## src/rtl/wcnt_pkg.sv

```systemverilog
// Shared definitions for the wide counter.
// Assumes nothing beyond a single clock domain.
package wcnt_pkg;

    // Selects how the wide increment is broken up
    typedef enum logic {
        ARCH_PRESCALE = 1'b0,   // narrow low field gates the wide upper field
        ARCH_SPLIT    = 1'b1    // two halves with a registered carry between them
    } arch_e;

endpackage

```

## src/rtl/wcnt_lo_ctr.sv

```systemverilog
// Narrow free-running field counter.
// Advances by one on every enabled edge and reports, combinationally,
// that the current edge will roll it over (enabled and at all ones).
// Assumes: synchronous active-low reset; W >= 1.
module wcnt_lo_ctr #(
    parameter int W = 2
) (
    input  logic         clk,
    input  logic         rst_n,
    input  logic         en_i,
    output logic [W-1:0] q_o,
    output logic         roll_o
);

    localparam logic [W-1:0] ONE = {{(W-1){1'b0}}, 1'b1};

    logic [W-1:0] q_r;

    // Step the field on enabled edges
    always_ff @(posedge clk) begin
        if (!rst_n)    q_r <= '0;
        else if (en_i) q_r <= q_r + ONE;
    end

    assign q_o    = q_r;
    assign roll_o = en_i & (&q_r);

endmodule

```

## src/rtl/wcnt_hi_ctr.sv

```systemverilog
// Wide upper field counter.
// Loads its incremented value only when inc_i is high. The adder's inputs
// stay constant between loads, which is what allows a multicycle budget.
// full_o flags the all-ones state so that a rollover can be detected.
// Assumes: synchronous active-low reset; W >= 1.
module wcnt_hi_ctr #(
    parameter int W = 62
) (
    input  logic         clk,
    input  logic         rst_n,
    input  logic         inc_i,
    output logic [W-1:0] q_o,
    output logic         full_o
);

    localparam logic [W-1:0] ONE = {{(W-1){1'b0}}, 1'b1};

    logic [W-1:0] q_r;
    logic [W-1:0] q_next;

    // Incremented value; its inputs only change at a load
    always_comb q_next = q_r + ONE;

    // Capture the incremented value under the load enable
    always_ff @(posedge clk) begin
        if (!rst_n)     q_r <= '0;
        else if (inc_i) q_r <= q_next;
    end

    assign q_o    = q_r;
    assign full_o = &q_r;

endmodule

```

## src/rtl/wcnt_prescale.sv

```systemverilog
// Prescaled arrangement: a LO_W-bit low field runs on every enabled edge.
// The upper field advances only on the edge where the low field rolls over.
// The output is taken from the registers directly, with no latency.
// Assumes: synchronous active-low reset; 1 <= LO_W < CNT_W.
module wcnt_prescale #(
    parameter int CNT_W = 64,
    parameter int LO_W  = 2
) (
    input  logic             clk,
    input  logic             rst_n,
    input  logic             en_i,
    output logic [CNT_W-1:0] count_o,
    output logic             wrap_o
);

    localparam int HI_W = CNT_W - LO_W;

    logic [LO_W-1:0] lo_q;
    logic [HI_W-1:0] hi_q;
    logic            lo_roll;
    logic            hi_full;
    logic            wrap_r;

    wcnt_lo_ctr #(.W(LO_W)) u_lo (
        .clk    (clk),
        .rst_n  (rst_n),
        .en_i   (en_i),
        .q_o    (lo_q),
        .roll_o (lo_roll)
    );

    wcnt_hi_ctr #(.W(HI_W)) u_hi (
        .clk    (clk),
        .rst_n  (rst_n),
        .inc_i  (lo_roll),
        .q_o    (hi_q),
        .full_o (hi_full)
    );

    // Flag the edge on which the whole value rolls over
    always_ff @(posedge clk) begin
        if (!rst_n) wrap_r <= 1'b0;
        else        wrap_r <= lo_roll & hi_full;
    end

    assign count_o = {hi_q, lo_q};
    assign wrap_o  = wrap_r;

endmodule

```

## src/rtl/wcnt_split.sv

```systemverilog
// Split-halves arrangement: the low half counts on enabled edges and its
// carry out is registered. The upper half adds that carry one edge later.
// The low half is delayed one stage so that both halves line up, which
// gives the output a latency of one edge.
// Assumes: synchronous active-low reset; CNT_W >= 2.
module wcnt_split #(
    parameter int CNT_W = 64
) (
    input  logic             clk,
    input  logic             rst_n,
    input  logic             en_i,
    output logic [CNT_W-1:0] count_o,
    output logic             wrap_o
);

    localparam int LO_H = CNT_W / 2;
    localparam int HI_H = CNT_W - LO_H;

    logic [LO_H-1:0] lo_q;
    logic [LO_H-1:0] lo_dly;
    logic [HI_H-1:0] hi_q;
    logic            lo_roll;
    logic            carry_r;
    logic            hi_full;
    logic            wrap_r;

    wcnt_lo_ctr #(.W(LO_H)) u_lo (
        .clk    (clk),
        .rst_n  (rst_n),
        .en_i   (en_i),
        .q_o    (lo_q),
        .roll_o (lo_roll)
    );

    // Register the carry out of the low half and delay the low half
    always_ff @(posedge clk) begin
        if (!rst_n) begin
            carry_r <= 1'b0;
            lo_dly  <= '0;
        end else begin
            carry_r <= lo_roll;
            lo_dly  <= lo_q;
        end
    end

    wcnt_hi_ctr #(.W(HI_H)) u_hi (
        .clk    (clk),
        .rst_n  (rst_n),
        .inc_i  (carry_r),
        .q_o    (hi_q),
        .full_o (hi_full)
    );

    // Flag the rollover when the delayed carry leaves the upper half
    always_ff @(posedge clk) begin
        if (!rst_n) wrap_r <= 1'b0;
        else        wrap_r <= carry_r & hi_full;
    end

    assign count_o = {hi_q, lo_dly};
    assign wrap_o  = wrap_r;

endmodule

```

## src/rtl/wcnt_top.sv

```systemverilog
// Wide free-running counter, top level.
// ARCH selects the prescaled arrangement (zero latency) or the split-halves
// arrangement (one edge of latency). Both clear on a synchronous
// active-low reset.
// Assumes: 1 <= LO_W < CNT_W; LO_W only matters for the prescaled variant.
module wcnt_top #(
    parameter int              CNT_W = 64,
    parameter int              LO_W  = 2,
    parameter wcnt_pkg::arch_e ARCH  = wcnt_pkg::ARCH_PRESCALE
) (
    input  logic             clk,
    input  logic             rst_n,
    input  logic             en_i,
    output logic [CNT_W-1:0] count_o,
    output logic             wrap_o
);

    // Pick the variant at elaboration time
    if (ARCH == wcnt_pkg::ARCH_PRESCALE) begin : g_pre
        wcnt_prescale #(.CNT_W(CNT_W), .LO_W(LO_W)) u_core (
            .clk     (clk),
            .rst_n   (rst_n),
            .en_i    (en_i),
            .count_o (count_o),
            .wrap_o  (wrap_o)
        );
    end else begin : g_split
        wcnt_split #(.CNT_W(CNT_W)) u_core (
            .clk     (clk),
            .rst_n   (rst_n),
            .en_i    (en_i),
            .count_o (count_o),
            .wrap_o  (wrap_o)
        );
    end

endmodule

```

## config.mk

```make
export PLATFORM = sky130hd
export DESIGN_NAME = wcnt_top
export DESIGN_NICKNAME = d
export VERILOG_FILES = /design/src/rtl/wcnt_pkg.sv /design/src/rtl/wcnt_lo_ctr.sv /design/src/rtl/wcnt_hi_ctr.sv /design/src/rtl/wcnt_prescale.sv /design/src/rtl/wcnt_split.sv /design/src/rtl/wcnt_top.sv
export SDC_FILE = /design/constraint.sdc
export NUM_CORES = 1
export LEC_CHECK = 0
export BUFFER_PORTS_ARGS = -buffer_cell sky130_fd_sc_hd__buf_4
export CAP_MARGIN = 15
export CORE_MARGIN = 2
export CORE_UTILIZATION = 61
export CTS_BUF_LIST = sky130_fd_sc_hd__clkbuf_4
export DETAILED_ROUTE_END_ITERATION = 12
export PLACE_DENSITY = 0.88
export SLEW_MARGIN = 0
export SYNTH_ARGS = -nofsm -noshare
export SYNTH_HDL_FRONTEND = slang
export SYNTH_HIERARCHICAL = 1
export SYNTH_SLANG_ARGS = --single-unit
```

## constraint.sdc

```tcl
create_clock -name clk -period 3 [get_ports clk]
set_input_delay 0.3 -clock clk [delete_from_list [all_inputs] [get_ports clk]]
set_output_delay 0.3 -clock clk [all_outputs]
set_load 0.05 [all_outputs]
```

Word-level counts from Yosys, hierarchy flattened
Cells that the tools add are included.

Add/subtract/negate cells: 2. Bitwise operators: 2. Reduce and logical (&&, ||, !) cells: 2.

Operator list (count): $add 62x1->62 const B (1); $reduce_and 62->1 (1); $add 2x1->2 const B (1); $and 1x1->1 (2); $reduce_and 2->1 (1).

Register bits after elaboration: 65.

Longest topological paths before layout
Gate-level depths: netlist of run 1.

Word-level depth: 3. Gate-level depth with buffers: 9. Gate-level depth less buffers: 7.

By module
The synthesis of run 1 kept the hierarchy.

By module, submodules not included: wcnt_hi_ctr (instances 1, cells an instance 365, area each 3039.2 sq um); wcnt_lo_ctr (instances 1, cells an instance 8, area each 91.3 sq um); wcnt_prescale (instances 1, cells an instance 2, area each 26.3 sq um).

Least setup slack after synthesis of run 1
No wires, ideal clock.

Kind: register to register. Start point: reg g_pre.u_core.u_lo.q_r[0] (netlist: g_pre.u_core/u_lo/q_o[0]). End point: reg g_pre.u_core.u_hi.q_r[45] (netlist: g_pre.u_core/u_hi/q_o[45]). Arrival: 2.319 ns. Data required time: 2.930 ns. Path slack: 0.610 ns. Cell stages (with the launch flop): 10. Clock period less this slack: 2.390 ns. Cell sequence: dfxtp_1 ha_1 and2_2 buf_2 nand4_1 nor3_1 nand4_1 clkbuf_1 or3_1 a21oi_1.

Word-level cells in the longest chain between the ends: 2.

Ends and longest elaborated chain: from (decl) (RTL line wcnt_lo_ctr.sv:17) `logic [W-1:0] q_r;`; from (signal assigned) (RTL line wcnt_lo_ctr.sv:22) `else if (en_i) q_r <= q_r + ONE;`; $reduce_and 2->1 (RTL line wcnt_lo_ctr.sv:26) `assign roll_o = en_i & (&q_r);`; $and 1x1->1 (RTL line wcnt_lo_ctr.sv:26); via g_pre.u_core.lo_roll (RTL line wcnt_prescale.sv:20) `logic lo_roll;`; to (signal assigned) (RTL line wcnt_hi_ctr.sv:27) `else if (inc_i) q_r <= q_next;`; to (decl) (RTL line wcnt_hi_ctr.sv:18) `logic [W-1:0] q_r;`.

The timed path passes the listed nets, and every way through them passes these cells. A chain may end at the register's enable or synchronous reset.

Worst setup path after layout of run 1
Start point: reg g_pre.u_core.u_lo.q_r[0] (netlist: g_pre.u_core/u_lo/q_o[0]). End point: reg g_pre.u_core.u_hi.q_r[49] (netlist: g_pre.u_core/u_hi/q_o[49]).

The elaborated chain is that of the path after synthesis.

==> results of run 1 <==
## per-stage QoR
| stage | hold WS (ns) | area (µm²) | worst slack (ns) | cells | util |
|---|---|---|---|---|---|
| 2_1_floorplan | 0.418 | 3160 | 0.610 | 375 | - |
| 3_3_place_gp | 0.486 | 3710 | 0.659 | 502 | 0.736 |
| 3_5_place_dp | 0.488 | 3710 | 0.549 | 502 | 0.736 |
| 4_1_cts | 0.136 | 3810 | 0.494 | 518 | 0.756 |
| 5_1_grt | 0.144 | 3810 | 0.212 | 518 | 0.756 |
| 6_report | 0.153 | 3810 | 0.506 | 518 | 0.756 |
## where the power goes
part | internal, mW | switching, mW
registers | 0.865 | 0.00276
logic | 0.0108 | 0.0288
clock network | 0.166 | 0.310
total | 1.04 | 0.341
## logic make-up after synthesis
| group | Yosys count | synth area share |
|---|---|---|
| AND/OR/NAND/NOR | 189 | 0.346 |
| flip-flops | 65 | 0.412 |
| AO/OA/AOI/OAI | 64 | 0.114 |
| XOR/XNOR | 30 | 0.0832 |
| buffers and inverters | 23 | 0.0309 |
| multiplexers | 2 | 0.00634 |
| adder cells (fa/ha/maj) | 2 | 0.00793 |
## Yosys cell counts, types with 13 or more instances
cell type | count | area share
sky130_fd_sc_hd__nand2_1 | 24 | 0.029
sky130_fd_sc_hd__o31ai_1 | 13 | 0.031
sky130_fd_sc_hd__dfxtp_1 | 65 | 0.41
sky130_fd_sc_hd__or4_1 | 14 | 0.033
sky130_fd_sc_hd__o21ai_0 | 18 | 0.029
sky130_fd_sc_hd__nand4_1 | 23 | 0.046
sky130_fd_sc_hd__a21oi_1 | 31 | 0.049
sky130_fd_sc_hd__nand3_1 | 26 | 0.041
sky130_fd_sc_hd__xnor2_1 | 15 | 0.042
sky130_fd_sc_hd__nor2_1 | 40 | 0.048
sky130_fd_sc_hd__xor2_1 | 15 | 0.042
sky130_fd_sc_hd__or3_1 | 18 | 0.036
## how the worst min path moves through the flow
stage	start	endpoint	slack, ns	cells past startpoint
2_1_floorplan	rst_n	g_pre.u_core/u_hi/q_o[60]$_SDFFE_PN0P_	0.42	1
3_3_place_gp	g_pre.u_core/u_hi/q_o[40]$_SDFFE_PN0P_	g_pre.u_core/u_hi/q_o[40]$_SDFFE_PN0P_	0.49	2
3_5_place_dp	g_pre.u_core/u_hi/q_o[40]$_SDFFE_PN0P_	g_pre.u_core/u_hi/q_o[40]$_SDFFE_PN0P_	0.49	2
4_1_cts	rst_n	g_pre.u_core/u_lo/q_o[0]$_SDFFE_PN0P_	0.14	2
5_1_grt	rst_n	g_pre.u_core/u_hi/q_o[60]$_SDFFE_PN0P_	0.14	2
6_report	rst_n	g_pre.u_core/u_lo/q_o[0]$_SDFFE_PN0P_	0.15	2
## sequential cells by signal, indices dropped and copies added, names as in the netlist
register and flops:
g_pre.u_core/wrap_o 1, g_pre.u_core/u_lo/q_o 2, g_pre.u_core/u_hi/q_o 62
## critical path, delay by kind of cell (launching register included)
kind	cells	cell delay, ns
DFF	1	0.39
AOI/OAI and AO/OA	1	0.15
adders and majority gates	1	0.15
and+or+nand+nor	5	1.74
## layer usage
metal | share of wire | vias up | track usage
li1 | - | 1519 | -
met4 | 0.018 | 0 | 0.124
met1 | 0.44 | 1500 | 0.362
met2 | 0.48 | 119 | 0.443
met5 | 0 | - | 0
met3 | 0.062 | 15 | 0.0500
## area by class of cell
cell class | count | area (µm²)
multi-input cells | 287 | 1760
flip-flops and latches | 65 | 1300
fillers | 403 | 1230
repair buffers | 70 | 526
well taps | 70 | 87.6
clock buffers | 10 | 75.1
inverters | 10 | 37.5
clock inverters | 6 | 25.0
==> summary.md, run 1 <==
| Metric | Value |
|---|---|
| Launch point of the worst path | g_pre.u_core/u_lo/q_o[0]$_SDFFE_PN0P_ |
| Run status | finished, final reports clean |
| Commonest cells after routing, fill and taps aside | sky130_fd_sc_hd__buf_4, sky130_fd_sc_hd__dfxtp_1, sky130_fd_sc_hd__nor2_1, sky130_fd_sc_hd__a21oi_1, sky130_fd_sc_hd__nand3_1 |
| Area of the die | 5770 µm² |
| Worst hold path type | in -> reg |
| Critical Path AT | 2.84 ns |
| Count of state elements after synthesis | 65 |
| Number of warning messages in the yosys log | 6 |
| Post-CTS setup-driven buffer insertion count | 0 |
| Placeable Area | 5040 µm² |
| Critical setup path kind | reg -> reg |
| Total CTS buffers | 9 |
| DRC violations left | 0 |
| Fmax achieved | 0.401 GHz |
| Maximum clock insertion buffer count | 2 |
| Critical Path End Type | flip-flop |
| Count of nets after finishing | 448 |
| Worst clock skew | 0.00933 ns |
| Wire length after detailed routing | 7.83 mm |
| Average instance area after synthesis | 8.42 µm² |
| Syn_nets | 380 |
| Cell area power density | 363 nW/µm² |
| Register area share after synthesis | 0.412 |
| Chip Height | 75.9 µm |
| Number of vias per cell after detailed routing | 6.09 |
| Clk_lat worst skew | 0.42 ns |
| Number of iterations in the first detailed-routing pass | 5 |
| Detailed placement HPWL | 5.56 mm |
| Slew headroom | 0.496 |
| Flop-to-flop setup slack | 0.51 ns |
| Element type at the critical path start | flip-flop |
| Die width | 75.9 µm |
| FF-to-FF path depth | 7 |
| Critical path, cell by cell | ha_1 > and2_2 > nand4_1 > nor3_1 > nand4_1 > or4_1 > a21oi_1 |
| Crit-path max FO | 14 |
| Top Ports | 68 |
| DRC marker count from the first detailed-route iteration | 191 |
| Unrepaired setup endpoints after global routing | false |
| Static leakage | 1.35 nW |
| Hold buffer count at cts | 0 |
| Post-CTS sizing | 0 |
| Clk sinks | 65 |
| Total track usage | 0.275 |
| Number of global-route vias before repair | 2778 |
| Share of the cycle needed by the critical path after routing | 0.831 |
| Critical path's most frequent cell | sky130_fd_sc_hd__nand4_1 |
| Worst VDD drop | 0.367 mV |
| Most frequent standard cell in the layout excluding fill and tap cells | sky130_fd_sc_hd__buf_4 |
| Max stage delay on crit path | 0.54 ns |
| Slowest stage cell on the critical path | sky130_fd_sc_hd__or4_1 |
| R2r startpoint | g_pre.u_core/u_lo/q_o[0]$_SDFFE_PN0P_ |
| Count of flip-flops with a built-in enable after synthesis | 0 |
| Share of post-route cells with drive strength above 1 | 0.212 |
| Flip-flop cell with the highest count after synthesis | sky130_fd_sc_hd__dfxtp_1 |
| H-tree level count | 3 |
| Antenna-violating nets left | 0 |
| Final setup violation count | 0 |
| Critical register-to-register path endpoint | g_pre.u_core/u_hi/q_o[49]$_SDFFE_PN0P_ |
| Starting utilization of the core area | 0.626 |
| Worst setup path end | g_pre.u_core/u_hi/q_o[49]$_SDFFE_PN0P_ |
| Final number of hold-violating endpoints | 0 |
| CTS tree | built |
| Total overflow reported by the global router | 0 |
| Number of antenna repair diodes | 0 |
| Clock transition at the register clock pins on the worst setup and hold paths after CTS | 0.10 ns |
| Largest net degree at the start of global routing | 35 |
| Unique masters post-synth | 38 |
| Cell count after synthesis | 375 |
| Number of max-cap violations | 0 |
| Setup TNS | 0 ns |
| Number of rows in the core area | 26 |
| Power Total | 1.38 mW |
| Vias after detailed routing | 3153 |
| Clock root buffer | sky130_fd_sc_hd__clkbuf_4 |
| Routed wirelength normalized by instance count | 15.1 µm |
| Cell area after synthesis | 3160 µm² |
| Count of port buffers added during placement | 67 |
| Total count of max-transition violations in the final report | 0 |
| Synth-to-Final Area Change | 20.7% |
| Global-route wire length before repair | 13.0 mm |
| Global placer's final weighted congestion | 0.861 |
| Min cycle time layout | 2.49 ns |
| Worst Max-Slew Pin Slew | 0.752 ns |
| Worst path required time | 3.35 ns |
| Initial antenna violation count | 0 |
| Fraction of synthesis flops using an asynchronous set or reset pin | 0 |
No activity file was read; power rests on OpenSTA's default activity.
==> run 2, diff against run 1 <==
--- a/config.mk
+++ b/config.mk
@@ -8,10 +8,10 @@
 export BUFFER_PORTS_ARGS = -buffer_cell sky130_fd_sc_hd__buf_4
 export CAP_MARGIN = 15
 export CORE_MARGIN = 2
-export CORE_UTILIZATION = 61
+export CORE_UTILIZATION = 51
 export CTS_BUF_LIST = sky130_fd_sc_hd__clkbuf_4
 export DETAILED_ROUTE_END_ITERATION = 12
-export PLACE_DENSITY = 0.88
+export PLACE_DENSITY = 0.78
 export SLEW_MARGIN = 0
 export SYNTH_ARGS = -nofsm -noshare
 export SYNTH_HDL_FRONTEND = slang
==> constraint.sdc (replaced) <==
create_clock -name clk -period 2.2 [get_ports clk]
set_input_delay 0.22 -clock clk [delete_from_list [all_inputs] [get_ports clk]]
set_output_delay 0.22 -clock clk [all_outputs]
set_load 0.05 [all_outputs]
==> run 2 against run 1 <==
Register-to-register slack got worse by 0.34 ns. Final cell count rose by 3.5%. Combinational power up 36%.
==> summary.md, run 2 (synthesized netlist as in run 1, its figures left out) <==
| Metric | Value |
|---|---|
| Clock root buffer | sky130_fd_sc_hd__clkbuf_4 |
| Number of antenna repair diodes | 0 |
| Detailed placement HPWL | 5.74 mm |
| Worst path required time | 2.53 ns |
| Share of post-route cells with drive strength above 1 | 0.304 |
| Starting utilization of the core area | 0.530 |
| Global routing met3 resource utilization | 0.0500 |
| Cell area power density | 477 nW/µm² |
| Wire length after detailed routing | 8.07 mm |
| Number of vias per cell after detailed routing | 5.82 |
| Global placer's final weighted congestion | 0.901 |
| Most frequent standard cell in the layout excluding fill and tap cells | sky130_fd_sc_hd__buf_4 |
| CTS tree | built |
| Count of port buffers added during placement | 67 |
| Number of max-cap violations | 0 |
| Top Ports | 68 |
| R2r startpoint | g_pre.u_core/u_hi/q_o[36]$_SDFFE_PN0P_ |
| Initial antenna violation count | 0 |
| Critical setup path kind | reg -> reg |
| Area of the die | 6840 µm² |
| Count of nets after finishing | 463 |
| Static leakage | 1.46 nW |
| Chip Height | 82.7 µm |
| Most congested layer reported by global routing | met2 |
| DRC violations left | 0 |
| Power Total | 1.91 mW |
| FF-to-FF path depth | 5 |
| Routed wirelength normalized by instance count | 15.1 µm |
| Final number of hold-violating endpoints | 0 |
| Run status | finished, final reports clean |
| Slew headroom | 0.579 |
| Worst hold path type | in -> reg |
| Worst VDD drop | 0.409 mV |
| Flop-to-flop setup slack | 0.16 ns |
| Critical Path End Type | flip-flop |
| Global-route wire length before repair | 12.6 mm |
| Commonest cells after routing, fill and taps aside | sky130_fd_sc_hd__buf_4, sky130_fd_sc_hd__nor2_1, sky130_fd_sc_hd__dfxtp_1, sky130_fd_sc_hd__a21oi_1, sky130_fd_sc_hd__nand3_1 |
| Worst clock skew | 0.0163 ns |
| Final setup violation count | 0 |
| Number of rows in the core area | 28 |
| Total count of max-transition violations in the final report | 0 |
| Fraction of met2 tracks used by global routing | 0.390 |
| Critical Path AT | 2.37 ns |
| Clk sinks | 65 |
| Setup TNS | 0 ns |
| Number of global-route vias before repair | 2699 |
| Maximum clock insertion buffer count | 2 |
| Hold Startpoint | rst_n |
| Worst Hold Path Cells | 2 |
| DRC marker count from the first detailed-route iteration | 182 |
| Total CTS buffers | 9 |
| Crit-path max FO | 8 |
| Largest net degree at the start of global routing | 61 |
| Min cycle time layout | 2.04 ns |
| Worst Hold Endpoint | g_pre.u_core/u_lo/q_o[0]$_SDFFE_PN0P_ |
| Clock transition at the register clock pins on the worst setup and hold paths after CTS | 0.11 ns |
| Synth-to-Final Area Change | 26.5% |
| Worst Max-Slew Pin Slew | 0.632 ns |
| Placeable Area | 5960 µm² |
| H-tree level count | 3 |
| Vias after detailed routing | 3119 |
| Antenna-violating nets left | 0 |
| Post-detailed-placement cell area | 3860 µm² |
| Area of all placed cells without fillers | 3990 µm² |
| Final standard cell count with taps included and fillers excluded | 536 |
| Share of the cycle needed by the critical path after routing | 0.926 |
| Global-route met1 utilization | 0.307 |
| Die width | 82.7 µm |
| Clk_lat worst skew | 0.41 ns |
| Total overflow reported by the global router | 0 |
| Critical register-to-register path endpoint | g_pre.u_core/u_hi/q_o[54]$_SDFFE_PN0P_ |
| Flip-flop count of the largest register, all copies and words added | 62 |
| Fmax achieved | 0.491 GHz |
| Number of iterations in the first detailed-routing pass | 4 |
| Element type at the critical path start | flip-flop |
| Hold buffer count at cts | 0 |
| Number of placed instances, taps included | 521 |
| Total track usage | 0.237 |
[run 2: cell count changes in the layout (fill, tap and decap cells not counted), moves of 2 or more]
cell	before	now
sky130_fd_sc_hd__nor4_1	10	8
sky130_fd_sc_hd__clkinv_1	5	1
sky130_fd_sc_hd__buf_4	70	85
sky130_fd_sc_hd__dfxtp_2	0	25
sky130_fd_sc_hd__clkbuf_4	10	13
sky130_fd_sc_hd__dfxtp_1	65	40
[run 2: how the worst max path moves through the flow]
| stage | depth (start not counted) | end | from |
|---|---|---|---|
| 2_1_floorplan | 7 | g_pre.u_core/u_hi/q_o[48]$_SDFFE_PN0P_ | g_pre.u_core/u_hi/q_o[1]$_SDFFE_PN0P_ |
| 3_3_place_gp | 5 | g_pre.u_core/u_hi/q_o[52]$_SDFFE_PN0P_ | g_pre.u_core/u_hi/q_o[38]$_SDFFE_PN0P_ |
| 3_5_place_dp | 5 | g_pre.u_core/u_hi/q_o[48]$_SDFFE_PN0P_ | g_pre.u_core/u_hi/q_o[25]$_SDFFE_PN0P_ |
| 4_1_cts | 6 | g_pre.u_core/u_hi/q_o[48]$_SDFFE_PN0P_ | g_pre.u_core/u_lo/q_o[0]$_SDFFE_PN0P_ |
| 5_1_grt | 6 | g_pre.u_core/u_hi/q_o[42]$_SDFFE_PN0P_ | g_pre.u_core/u_hi/q_o[1]$_SDFFE_PN0P_ |
| 6_report | 5 | g_pre.u_core/u_hi/q_o[54]$_SDFFE_PN0P_ | g_pre.u_core/u_hi/q_o[36]$_SDFFE_PN0P_ |
[run 2: report_power, final]
part	switching (mW)	leakage, nW	internal [mW]	total, mW
registers	0.00330	0.536	1.18	1.18
clock network	0.398	0.0637	0.271	0.669
logic	0.0393	0.855	0.0147	0.0540
total	0.441	1.46	1.47	1.91
[run 2: layout make-up]
class / instances / area (µm²)
Sequential cell: 65 / 1330
Multi-Input combinational cell: 287 / 1790
Clock inverter: 1 / 5.00
Tap cell: 75 / 93.8
Timing Repair Buffer: 85 / 638
Inverter: 10 / 37.5
Fill cell: 509 / 1960
Clock buffer: 13 / 97.6
[run 2: critical path, stage by stage (launching register included)]
cell	delay, ns
sky130_fd_sc_hd__dfxtp_2	0.38
sky130_fd_sc_hd__nand3_1	0.22
sky130_fd_sc_hd__or4_4	0.55
sky130_fd_sc_hd__nand2b_4	0.19
sky130_fd_sc_hd__or4_1	0.48
sky130_fd_sc_hd__a21oi_1	0.15
[run 2: routing by layer]
layer | routed length (µm) | part of all wire | up-vias
met5 | 0 | 0 | -
met3 | 428 | 0.053 | 9
met1 | 3500 | 0.43 | 1506
li1 | - | - | 1540
met2 | 4050 | 0.50 | 64
met4 | 91 | 0.011 | 0
[run 2: what timing repair did]
item                                    CTS  global route
buffers inserted                          0             1
gates resized for setup                   0             4
endpoints found under the setup margin    0            10
[run 2: metrics by stage]
| step | setup WS [ns] | hold WS [ns] | util |
|---|---|---|---|
| after detailed placement | 0.120 | 0.489 | 0.648 |
| final | 0.163 | 0.0713 | 0.671 |
| after global routing | -0.00362 | 0.0783 | 0.671 |
| after floorplan | 0.000498 | 0.338 | - |
| after CTS | 0.0938 | 0.0568 | 0.666 |
| after global placement | 0.201 | 0.481 | 0.648 |
==> run 3, diff against run 2 <==
--- a/config.mk
+++ b/config.mk
@@ -8,10 +8,9 @@
 export BUFFER_PORTS_ARGS = -buffer_cell sky130_fd_sc_hd__buf_4
 export CAP_MARGIN = 15
 export CORE_MARGIN = 2
-export CORE_UTILIZATION = 51
-export CTS_BUF_LIST = sky130_fd_sc_hd__clkbuf_4
+export CORE_UTILIZATION = 49
 export DETAILED_ROUTE_END_ITERATION = 12
-export PLACE_DENSITY = 0.78
+export PLACE_DENSITY = 0.76
 export SLEW_MARGIN = 0
 export SYNTH_ARGS = -nofsm -noshare
 export SYNTH_HDL_FRONTEND = slang
==> run 3 against run 2 <==
Sequential cell count did not move. Critical path depth did not move. Clock skew fell by 0.0074 ns.
==> summary.md, run 3 (synthesized netlist as in run 1, its figures left out) <==
| Metric | Value |
|---|---|
| Final number of hold-violating endpoints | 0 |
| DRC marker count from the first detailed-route iteration | 161 |
| Number of iterations in the first detailed-routing pass | 4 |
| Number of vias per cell after detailed routing | 5.81 |
| Detailed placement HPWL | 5.65 mm |
| Largest net degree at the start of global routing | 49 |
| Commonest cells after routing, fill and taps aside | sky130_fd_sc_hd__buf_4, sky130_fd_sc_hd__nor2_1, sky130_fd_sc_hd__dfxtp_1, sky130_fd_sc_hd__a21oi_1, sky130_fd_sc_hd__nand3_1 |
| Element type at the critical path start | flip-flop |
| Number of rows in the core area | 29 |
| Unrepaired setup endpoints after global routing | true |
| Worst clock skew | 0.00885 ns |
| Crit-path max FO | 11 |
| Total CTS buffers | 9 |
| Number of max-cap violations | 0 |
| Die width | 84.3 µm |
| DRC violations left | 0 |
| Vias after detailed routing | 3119 |
| Flip-flop count of the largest register, all copies and words added | 62 |
| Clock transition at the register clock pins on the worst setup and hold paths after CTS | 0.07 ns |
| Most frequent standard cell in the layout excluding fill and tap cells | sky130_fd_sc_hd__buf_4 |
| Area of the die | 7100 µm² |
| Routed wirelength normalized by instance count | 14.8 µm |
| Top Ports | 68 |
| Antenna-violating nets left | 0 |
| Worst VDD drop | 0.403 mV |
| Critical path, cell by cell | nand3_1 > nor4_1 > nand2_2 > or4_1 > a21oi_1 |
| Global-route wire length before repair | 13.1 mm |
| Clk_lat worst skew | 0.35 ns |
| Worst hold path type | in -> reg |
| Starting utilization of the core area | 0.503 |
| Slowest stage cell on the critical path | sky130_fd_sc_hd__or4_1 |
| Fmax achieved | 0.467 GHz |
| CTS tree | built |
| Launch point of the worst path | g_pre.u_core/u_hi/q_o[36]$_SDFFE_PN0P_ |
| Worst setup path end | g_pre.u_core/u_hi/q_o[52]$_SDFFE_PN0P_ |
| FF-to-FF path depth | 5 |
| R2r startpoint | g_pre.u_core/u_hi/q_o[36]$_SDFFE_PN0P_ |
| Filler Cell Count | 537 |
| Post-detailed-placement cell area | 3860 µm² |
| Area of all placed cells without fillers | 4110 µm² |
| Slew headroom | 0.639 |
| Synth-to-Final Area Change | 30.2% |
| Critical Path AT | 2.42 ns |
| Clk sinks | 65 |
| Final setup violation count | 0 |
| Chip Height | 84.3 µm |
| Number of global-route vias before repair | 2847 |
| Share of the cycle needed by the critical path after routing | 0.974 |
| Total count of max-transition violations in the final report | 0 |
| Worst Max-Slew Pin Slew | 0.536 ns |
| Placeable Area | 6280 µm² |
| Total track usage | 0.226 |
| Number of antenna repair diodes | 0 |
| Maximum clock insertion buffer count | 2 |
| Total overflow reported by the global router | 0 |
| Min cycle time layout | 2.14 ns |
| Cell area power density | 583 nW/µm² |
| Initial antenna violation count | 0 |
| Share of post-route cells with drive strength above 1 | 0.298 |
| Clock root buffer | sky130_fd_sc_hd__clkbuf_8 |
| H-tree level count | 3 |
| Critical setup path kind | reg -> reg |
| Max stage delay on crit path | 0.55 ns |
| Worst path required time | 2.48 ns |
| Count of nets after finishing | 460 |
| Core Util, Final | 0.655 |
| Critical Path End Type | flip-flop |
| Run status | finished, final reports clean |
| Wire length after detailed routing | 7.94 mm |
| Critical register-to-register path endpoint | g_pre.u_core/u_hi/q_o[52]$_SDFFE_PN0P_ |
| Count of port buffers added during placement | 67 |
| Flop-to-flop setup slack | 0.06 ns |
| Static leakage | 1.50 nW |
| Setup TNS | 0 ns |
| Global placer's final weighted congestion | 0.802 |
==> run 3: worst min-delay path by stage <==
stage | start | endpoint | slack (ns) | cells after the start
after global placement | rst_n | g_pre.u_core/u_hi/q_o[60]$_SDFFE_PN0P_ | 0.48 | 2
final | rst_n | g_pre.u_core/u_hi/q_o[60]$_SDFFE_PN0P_ | 0.12 | 2
after global routing | rst_n | g_pre.u_core/u_hi/q_o[60]$_SDFFE_PN0P_ | 0.13 | 2
after floorplan | rst_n | g_pre.u_core/u_hi/q_o[60]$_SDFFE_PN0P_ | 0.34 | 1
after CTS | rst_n | g_pre.u_core/u_hi/q_o[60]$_SDFFE_PN0P_ | 0.12 | 2
after detailed placement | rst_n | g_pre.u_core/u_hi/q_o[19]$_SDFFE_PN0P_ | 0.48 | 2
==> run 3: report_power, final <==
group	total, mW	internal, mW	switching, mW
logic	0.0569	0.0172	0.0397
clock network	1.16	0.696	0.460
registers	1.18	1.18	0.00370
==> run 3: worst max-delay path, delay by kind of cell (launching register included) <==
family	cells	cell delay, ns
AND/OR/NAND/NOR	4	1.54
AO/OA/AOI/OAI	1	0.15
flip-flops	1	0.38
==> run 3: routing by layer <==
layer | part of all wire | up-vias | GRT usage
met5 | 0 | - | 0
met1 | 0.44 | 1486 | 0.286
met3 | 0.052 | 18 | 0.0541
met4 | 0.027 | 0 | 0.114
met2 | 0.48 | 83 | 0.359
li1 | - | 1532 | -
==> run 3: repair_timing <==
action                                  in CTS  in global routing
gates resized for setup                      0                  3
endpoints found under the setup margin       0                  8
buffers inserted                             0                  0
hold buffers                                 0                  0
==> run 3: cell type report <==
| cell class | count | area [µm²] | area share |
|---|---|---|---|
| Tap cell | 77 | 96.3 | 0.0234 |
| Clock buffer | 11 | 151 | 0.0368 |
| Sequential cell | 65 | 1330 | 0.324 |
| Multi-Input combinational cell | 287 | 1790 | 0.435 |
| Clock inverter | 5 | 77.6 | 0.0189 |
| Inverter | 10 | 37.5 | 0.00914 |
| Timing Repair Buffer | 82 | 628 | 0.153 |
==> run 3: metrics by stage <==
stage / std cells / power [mW] / hold WS, ns / worst slack, ns
2_1_floorplan: 375 / 1.25 / 0.338 / 0.000498
3_3_place_gp: 521 / 1.27 / 0.481 / 0.167
3_5_place_dp: 521 / 1.27 / 0.483 / 0.117
4_1_cts: 537 / 2.41 / 0.120 / 0.0814
5_1_grt: 537 / 2.46 / 0.128 / -0.0483
6_report: 537 / 2.40 / 0.125 / 0.0575
